--- config.mk ---
export PLATFORM = sky130hd
export DESIGN_NAME = pwr_seq_ctrl
export DESIGN_NICKNAME = d
export VERILOG_FILES = /design/src/rtl/pwr_seq_pkg.sv /design/src/rtl/pwr_btn_filter.sv /design/src/rtl/pwr_seq_fsm.sv /design/src/rtl/pwr_led_drive.sv /design/src/rtl/pwr_seq_ctrl.sv
export SDC_FILE = /design/constraint.sdc
export NUM_CORES = 1
export LEC_CHECK = 0
export ABC_AREA = 1
export BUFFER_PORTS_ARGS = -buffer_cell sky130_fd_sc_hd__buf_4
export CAP_MARGIN = 0
export CORE_MARGIN = 5
export CORE_UTILIZATION = 60
export CTS_BUF_LIST = sky130_fd_sc_hd__clkbuf_2
export CTS_CLUSTER_SIZE = 25
export DETAILED_ROUTE_END_ITERATION = 8
export PLACE_DENSITY = 0.81
export RECOVER_POWER = 100
export SLEW_MARGIN = 5
export SYNTH_ARGS = -nofsm -noshare
export SYNTH_HDL_FRONTEND = slang
export SYNTH_SLANG_ARGS = --single-unit
--- constraint.sdc ---
create_clock -name clk -period 2.06 [get_ports clk]
set_input_delay 0.103 -clock clk [delete_from_list [all_inputs] [get_ports clk]]
set_output_delay 0.103 -clock clk [all_outputs]
set_load 0.05 [all_outputs]
--- src/rtl/pwr_seq_pkg.sv ---
package pwr_seq_pkg;
  typedef enum logic [3:0] {
    S_HK_WAIT,
    S_STANDBY,
    S_BULK,
    S_STAGE,
    S_CLKWAIT,
    S_RUN,
    S_SHUT,
    S_FDOWN,
    S_FAULT
  } pwr_state_e;
endpackage

--- src/rtl/pwr_btn_filter.sv ---
module pwr_btn_filter #(
  parameter int SYNC_STAGES  = 2,
  parameter int DEBOUNCE_CYC = 4
) (
  input  logic clk,
  input  logic rst_n,
  input  logic btn_raw,
  output logic press
);
  localparam int CW = $clog2(DEBOUNCE_CYC + 1);

  logic [SYNC_STAGES-1:0] sync_q;
  logic                   stable_q;
  logic                   stable_prev_q;
  logic [CW-1:0]          cnt_q;

  // synchroniser chain
  always_ff @(posedge clk or negedge rst_n) begin
    if (!rst_n) sync_q <= '0;
    else        sync_q <= {sync_q[SYNC_STAGES-2:0], btn_raw};
  end

  // level must differ from the accepted level for DEBOUNCE_CYC cycles
  always_ff @(posedge clk or negedge rst_n) begin
    if (!rst_n) begin
      cnt_q         <= '0;
      stable_q      <= 1'b0;
      stable_prev_q <= 1'b0;
    end else begin
      stable_prev_q <= stable_q;
      if (sync_q[SYNC_STAGES-1] == stable_q) begin
        cnt_q <= '0;
      end else if (cnt_q == CW'(DEBOUNCE_CYC - 1)) begin
        cnt_q    <= '0;
        stable_q <= sync_q[SYNC_STAGES-1];
      end else begin
        cnt_q <= cnt_q + 1'b1;
      end
    end
  end

  assign press = stable_q && !stable_prev_q;
endmodule

--- src/rtl/pwr_seq_fsm.sv ---
module pwr_seq_fsm
  import pwr_seq_pkg::*;
#(
  parameter int NUM_STAGES    = 3,
  parameter int HK_STABLE_CYC = 16,
  parameter int TIMEOUT_CYC   = 64,
  localparam int LW = $clog2(NUM_STAGES + 1)
) (
  input  logic                  clk,
  input  logic                  rst_n,
  input  logic                  hk_pgood,
  input  logic                  press,
  input  logic                  wol_req,
  input  logic                  main_pgood,
  input  logic [NUM_STAGES-1:0] stage_pgood,
  input  logic                  clk_stable,
  output pwr_state_e            state,
  output logic [LW-1:0]         level,
  output logic                  mgmt_rst_n,
  output logic                  bulk_en,
  output logic                  sys_rst_n
);
  localparam int HW = $clog2(HK_STABLE_CYC + 1);
  localparam int TW = $clog2(TIMEOUT_CYC + 1);

  pwr_state_e    st_q, st_d;
  logic [LW-1:0] lvl_q, lvl_d;
  logic [HW-1:0] hk_q, hk_d;
  logic [TW-1:0] tmr_q, tmr_d;
  logic          mgmt_q, mgmt_d, bulk_q, bulk_d, sys_q, sys_d;
  logic          cur_pg, timed_out;

  always_comb begin
    cur_pg = 1'b0;
    for (int i = 0; i < NUM_STAGES; i++)
      if (lvl_q == LW'(i + 1)) cur_pg = stage_pgood[i];
  end

  assign timed_out = (tmr_q == TW'(TIMEOUT_CYC - 1));

  always_comb begin
    st_d   = st_q;
    lvl_d  = lvl_q;
    hk_d   = hk_q;
    tmr_d  = tmr_q;
    mgmt_d = mgmt_q;
    bulk_d = bulk_q;
    sys_d  = sys_q;
    case (st_q)
      S_HK_WAIT: begin
        if (!hk_pgood) hk_d = '0;
        else if (hk_q == HW'(HK_STABLE_CYC - 1)) begin
          hk_d   = '0;
          mgmt_d = 1'b1;
          st_d   = S_STANDBY;
        end else hk_d = hk_q + 1'b1;
      end
      S_STANDBY: begin
        if (press || wol_req) begin
          bulk_d = 1'b1;
          tmr_d  = '0;
          st_d   = S_BULK;
        end
      end
      S_BULK: begin
        if (main_pgood) begin
          lvl_d = LW'(1);
          tmr_d = '0;
          st_d  = S_STAGE;
        end else if (timed_out) st_d = S_FDOWN;
        else tmr_d = tmr_q + 1'b1;
      end
      S_STAGE: begin
        if (cur_pg) begin
          tmr_d = '0;
          if (lvl_q == LW'(NUM_STAGES)) st_d = S_CLKWAIT;
          else lvl_d = lvl_q + 1'b1;
        end else if (timed_out) st_d = S_FDOWN;
        else tmr_d = tmr_q + 1'b1;
      end
      S_CLKWAIT: begin
        if (clk_stable) begin
          sys_d = 1'b1;
          st_d  = S_RUN;
        end else if (timed_out) st_d = S_FDOWN;
        else tmr_d = tmr_q + 1'b1;
      end
      S_RUN: begin
        if (press) begin
          sys_d = 1'b0;
          st_d  = S_SHUT;
        end
      end
      S_SHUT, S_FDOWN: begin
        if (lvl_q != '0) lvl_d = lvl_q - 1'b1;
        else begin
          bulk_d = 1'b0;
          st_d   = (st_q == S_SHUT) ? S_STANDBY : S_FAULT;
        end
      end
      S_FAULT: begin
        if (press) st_d = S_STANDBY;
      end
      default: st_d = S_HK_WAIT;
    endcase
    // housekeeping loss overrides everything
    if (!hk_pgood) begin
      st_d   = S_HK_WAIT;
      lvl_d  = '0;
      hk_d   = '0;
      tmr_d  = '0;
      mgmt_d = 1'b0;
      bulk_d = 1'b0;
      sys_d  = 1'b0;
    end
  end

  always_ff @(posedge clk or negedge rst_n) begin
    if (!rst_n) begin
      st_q   <= S_HK_WAIT;
      lvl_q  <= '0;
      hk_q   <= '0;
      tmr_q  <= '0;
      mgmt_q <= 1'b0;
      bulk_q <= 1'b0;
      sys_q  <= 1'b0;
    end else begin
      st_q   <= st_d;
      lvl_q  <= lvl_d;
      hk_q   <= hk_d;
      tmr_q  <= tmr_d;
      mgmt_q <= mgmt_d;
      bulk_q <= bulk_d;
      sys_q  <= sys_d;
    end
  end

  assign state      = st_q;
  assign level      = lvl_q;
  assign mgmt_rst_n = mgmt_q;
  assign bulk_en    = bulk_q;
  assign sys_rst_n  = sys_q;
endmodule

--- src/rtl/pwr_led_drive.sv ---
module pwr_led_drive
  import pwr_seq_pkg::*;
#(
  parameter int BLINK_HALF = 8
) (
  input  logic       clk,
  input  logic       rst_n,
  input  pwr_state_e state,
  output logic       led_amber,
  output logic       led_green
);
  localparam int BW = $clog2(BLINK_HALF + 1);

  logic [BW-1:0] cnt_q;
  logic          phase_q;

  always_ff @(posedge clk or negedge rst_n) begin
    if (!rst_n) begin
      cnt_q   <= '0;
      phase_q <= 1'b1;
    end else if (state != S_FAULT) begin
      cnt_q   <= '0;
      phase_q <= 1'b1;
    end else if (cnt_q == BW'(BLINK_HALF - 1)) begin
      cnt_q   <= '0;
      phase_q <= !phase_q;
    end else begin
      cnt_q <= cnt_q + 1'b1;
    end
  end

  always_comb begin
    led_green = 1'b0;
    led_amber = 1'b0;
    case (state)
      S_HK_WAIT: ;
      S_RUN:     led_green = 1'b1;
      S_FAULT:   led_amber = phase_q;
      default:   led_amber = 1'b1;
    endcase
  end
endmodule

--- src/rtl/pwr_seq_ctrl.sv ---
module pwr_seq_ctrl
  import pwr_seq_pkg::*;
#(
  parameter int NUM_STAGES    = 3,
  parameter int HK_STABLE_CYC = 16,
  parameter int DEBOUNCE_CYC  = 4,
  parameter int TIMEOUT_CYC   = 64,
  parameter int BLINK_HALF    = 8
) (
  input  logic                  clk,
  input  logic                  rst_n,
  input  logic                  hk_pgood,
  input  logic                  btn_raw,
  input  logic                  wol_req,
  input  logic                  main_pgood,
  input  logic [NUM_STAGES-1:0] stage_pgood,
  input  logic                  clk_stable,
  input  logic [1:0]            psu_ok,
  output logic                  mgmt_rst_n,
  output logic                  bulk_en,
  output logic [NUM_STAGES-1:0] stage_en,
  output logic                  sys_rst_n,
  output logic                  led_amber,
  output logic                  led_green,
  output logic                  psu_health_led
);
  localparam int LW = $clog2(NUM_STAGES + 1);

  logic          press;
  pwr_state_e    state;
  logic [LW-1:0] level;

  pwr_btn_filter #(
    .SYNC_STAGES (2),
    .DEBOUNCE_CYC(DEBOUNCE_CYC)
  ) u_btn (
    .clk    (clk),
    .rst_n  (rst_n),
    .btn_raw(btn_raw),
    .press  (press)
  );

  pwr_seq_fsm #(
    .NUM_STAGES   (NUM_STAGES),
    .HK_STABLE_CYC(HK_STABLE_CYC),
    .TIMEOUT_CYC  (TIMEOUT_CYC)
  ) u_fsm (
    .clk        (clk),
    .rst_n      (rst_n),
    .hk_pgood   (hk_pgood),
    .press      (press),
    .wol_req    (wol_req),
    .main_pgood (main_pgood),
    .stage_pgood(stage_pgood),
    .clk_stable (clk_stable),
    .state      (state),
    .level      (level),
    .mgmt_rst_n (mgmt_rst_n),
    .bulk_en    (bulk_en),
    .sys_rst_n  (sys_rst_n)
  );

  pwr_led_drive #(
    .BLINK_HALF(BLINK_HALF)
  ) u_led (
    .clk      (clk),
    .rst_n    (rst_n),
    .state    (state),
    .led_amber(led_amber),
    .led_green(led_green)
  );

  // thermometer decode: stage g is on while the level is above g
  for (genvar g = 0; g < NUM_STAGES; g++) begin : g_stage
    assign stage_en[g] = (level > LW'(g));
  end

  assign psu_health_led = &psu_ok;
endmodule

==> results.toml <==
[layout]
antenna_cells = 0
layout-drive-gt1-share_pct = 12.58
layout_commonest_cell = "nand2_1"
nNetsFinal = 337
final_cell_mix = "nand2_1 (87), inv_1 (37), nand3_1 (35)"
stdcell_area_um2 = 2297
syn_to_final_growth_pct = 9.026
fin_util_pct = 68.30

[worst_hold_path]
hp-start = "clk_stable"
whs_endpoint = "u_fsm.sys_rst_n"
hold_depth = 3
hold_class = "input pin to flop"

[synth]
synthMuxAreaShare_pct = 1.069
synthArstFlopShare_pct = 100.0
synthXorXnorAreaFrac_pct = 2.494
synth-seq-cells = 33
synth_top_flop_cell = "dfrtp_1"
ys_warn_count = 0
yosys.area_share.adder_pct = 4.751
synth_edf_count = 0
yosysUniqueCellTypes = 33
synth_top_family_by_area = "simple AND/OR/NAND/NOR gates"
synth_area_per_cell_um2 = 7.241
seq_area_frac_synth_pct = 39.25
synthSimpleGateAreaFrac_pct = 36.28
syn_inst = 291
syn_area_um2 = 2107
synth_compound_gate_area_share_pct = 7.185
syn-num-nets = 311

[power_and_ir_drop]
power.density_nw_per_um2 = 956.9
share_comb_of_total_power_pct = 46.7
p_int_w = 0.001148
p_leak_nw = 1.259
clkPwrFrac_pct = 13.4
seq_power_share_pct = 39.9
switching_share_pct = 47.79
p_sw_w = 0.001050
power_w = 0.002198
ir_worst_vdd_v = 0.0007416

[clock_tree]
clock-sinks = 33
cts_buffer_depth = 2
cts_buffers = 5
clkTransAtPathRegs_ps = 180
cts_tree = "yes"
cts_max_level = 2
cts_root_buf = "clkbuf_2"
cts_setup_buffers = 0
insertion_delay_ps = 380

[critical_path]
worstPathRequired_ps = 1960
path_cells = "nor2_1 > nand2_2 > inv_1 > o31ai_1 > buf_4"
crit_path_end_kind = "output port"
cp_num_buf_inv = 2
worstReg2RegEnd = "u_fsm.tmr_q[1]"
r2r_start = "u_fsm.state[2]"
path_max_fanout = 8
cp_slowest_cell = "dfrtp_1"
arrival_ps = 1790
slowest_delay_ps = 470
cp_top_family = "simple AND/OR/NAND/NOR gates"
rr_worst_depth = 10
regToRegSetupSlack_ps = 170
startpoint_type = "flop"
setup.worst_path.class = "flop to output port"
crit_cells = 5

[timing]
fin_skew_ps = 16.23
fin_crit_ps = 1891
worst_slew_pin_slew_ps = 798.2
relSlewSlack_pct = 46.78
finalCritPeriodShare_pct = 91.80
finalHoldViolCount = 0
rsz0062_at_grt = "false"
fmaxAchievable_ghz = 0.5288
finalMaxSlewViolations = 0
tns_ps = 0
setup_violations = 0

[route]
dr.pass1.iters = 4
post_drt_wl_per_cell_um = 11.77
ant_nets = 0
vias = 1861
drt_wl_total_um = 4285
drt_iter0_markers = 186
route.detailed.drc = 0
viasPerCell = 5.113

[floorplanning]
initial_core_util_pct = 62.65
chipHeight_um = 69.26
fp.coreArea_um2 = 3363
row_count = 21
top_level_ports = 21
die_area_um2 = 4797
die_w_um = 69.26

[place]
gp_congestion = 0.9382
placed_area_um2 = 2300
post-dp-hpwl_um = 3182
port_buffers = 20

[global_route]
grt_pass1_wl_um = 7831
grt_max_degree = 34
grt_pass1_vias = 1804
antenna_found_initial = 0
grtUsageTotal_pct = 19.44
grt.overflow.total = 0

[run_status]
status = "finished clean"

[flow_run]
drv_cap = 0
==> registers in the layout (all words and copies together) (netlist names), 2 cells and up <==
| name | count |
|---|---|
| u_btn.sync_q | 2 |
| u_fsm.hk_q | 5 |
| u_btn.cnt_q | 3 |
| u_fsm.state | 4 |
| u_fsm.level | 2 |
| u_led.cnt_q | 4 |
| u_fsm.tmr_q | 7 |
==> worst reg2reg max path: cells and delay by family (launching register included) <==
family                 cells  cell delay, ps
buffers and inverters      3             290
AND/OR/NAND/NOR            7            1020
flip-flops                 1             470
==> final cells by class <==
class | count | area [µm²]
tap | 46 | 57.56
clock inverter | 3 | 12.51
sequential | 33 | 828.3
clock buffer | 5 | 25.02
multi-input combinational | 210 | 1066
fill | 321 | 1066
timing repair buffer | 22 | 138.9
inverter | 45 | 168.9
==> stage by stage <==
stage	setup slack, ps	hold WS [ps]	std cells
global route	26.26	27.41	364
global placement	519.6	70.90	354
CTS	103.1	43.14	364
finish	169.0	40.77	364
detailed placement	499.7	66.72	354
floorplan	157.8	-192.6	291
==> routing by layer <==
layer	global-route usage [%]	share of wire, %	up-vias
met1	24.75	48	855
met2	32.73	47	28
met4	5.206	1.2	0
met3	4.928	3.9	6
met5	0	0	-
li1	-	-	972
==> cell families (layout without fill, tap and decap cells) <==
kind of cell | count (synthesis) | in the layout
AND/OR/NAND/NOR | 168 | 168
buffers and inverters | 48 | 75
flip-flops | 33 | 33
AO/OA/AOI/OAI | 26 | 26
adder cells (fa/ha/maj) | 8 | 8
XOR/XNOR | 6 | 6
multiplexers | 2 | 2
==> worst max path at each step <==
stage                    from              to
6_report       u_fsm.state[2]       led_amber
5_1_grt        u_fsm.state[2]  u_fsm.tmr_q[6]
4_1_cts        u_fsm.state[1]       led_amber
3_5_place_dp   u_fsm.level[1]  u_fsm.tmr_q[6]
3_3_place_gp   u_fsm.level[0]  u_fsm.tmr_q[6]
2_1_floorplan  u_fsm.state[3]  u_fsm.state[0]
==> what timing repair did <==
action	4_1_cts	5_1_grt
endpoints found under the hold margin	34	0
gates resized for setup	0	1
hold buffers	2	0
setup endpoints to repair	0	1
==> power groups by stage <==
stage | Clock [W] | Sequential, W | Combinational (W)
floorplan | 0 | 0.000877 | 0.000844
global placement | 0 | 0.000883 | 0.00106
detailed placement | 0 | 0.000887 | 0.00107
CTS | 0.000307 | 0.000874 | 0.00108
global route | 0.000333 | 0.000898 | 0.00116
finish | 0.000294 | 0.000878 | 0.00103
==> cell usage after synthesis (3+ instances only) <==
cell / number / area [µm²]
nand2_1: 85 / 319.1
inv_1: 37 / 138.9
nand3_1: 34 / 170.2
dfrtp_1: 32 / 800.8
nor2_1: 26 / 97.59
a21oi_1: 10 / 50.05
ha_1: 8 / 100.1
inv_2: 8 / 30.03
o21ai_0: 7 / 35.03
nand2_2: 5 / 31.28
nor2_2: 5 / 31.28
nor2_4: 3 / 33.78
nor3_1: 3 / 15.01
xnor2_1: 3 / 26.28
xor2_1: 3 / 26.28
No activity file was read; power rests on OpenSTA's default activity.
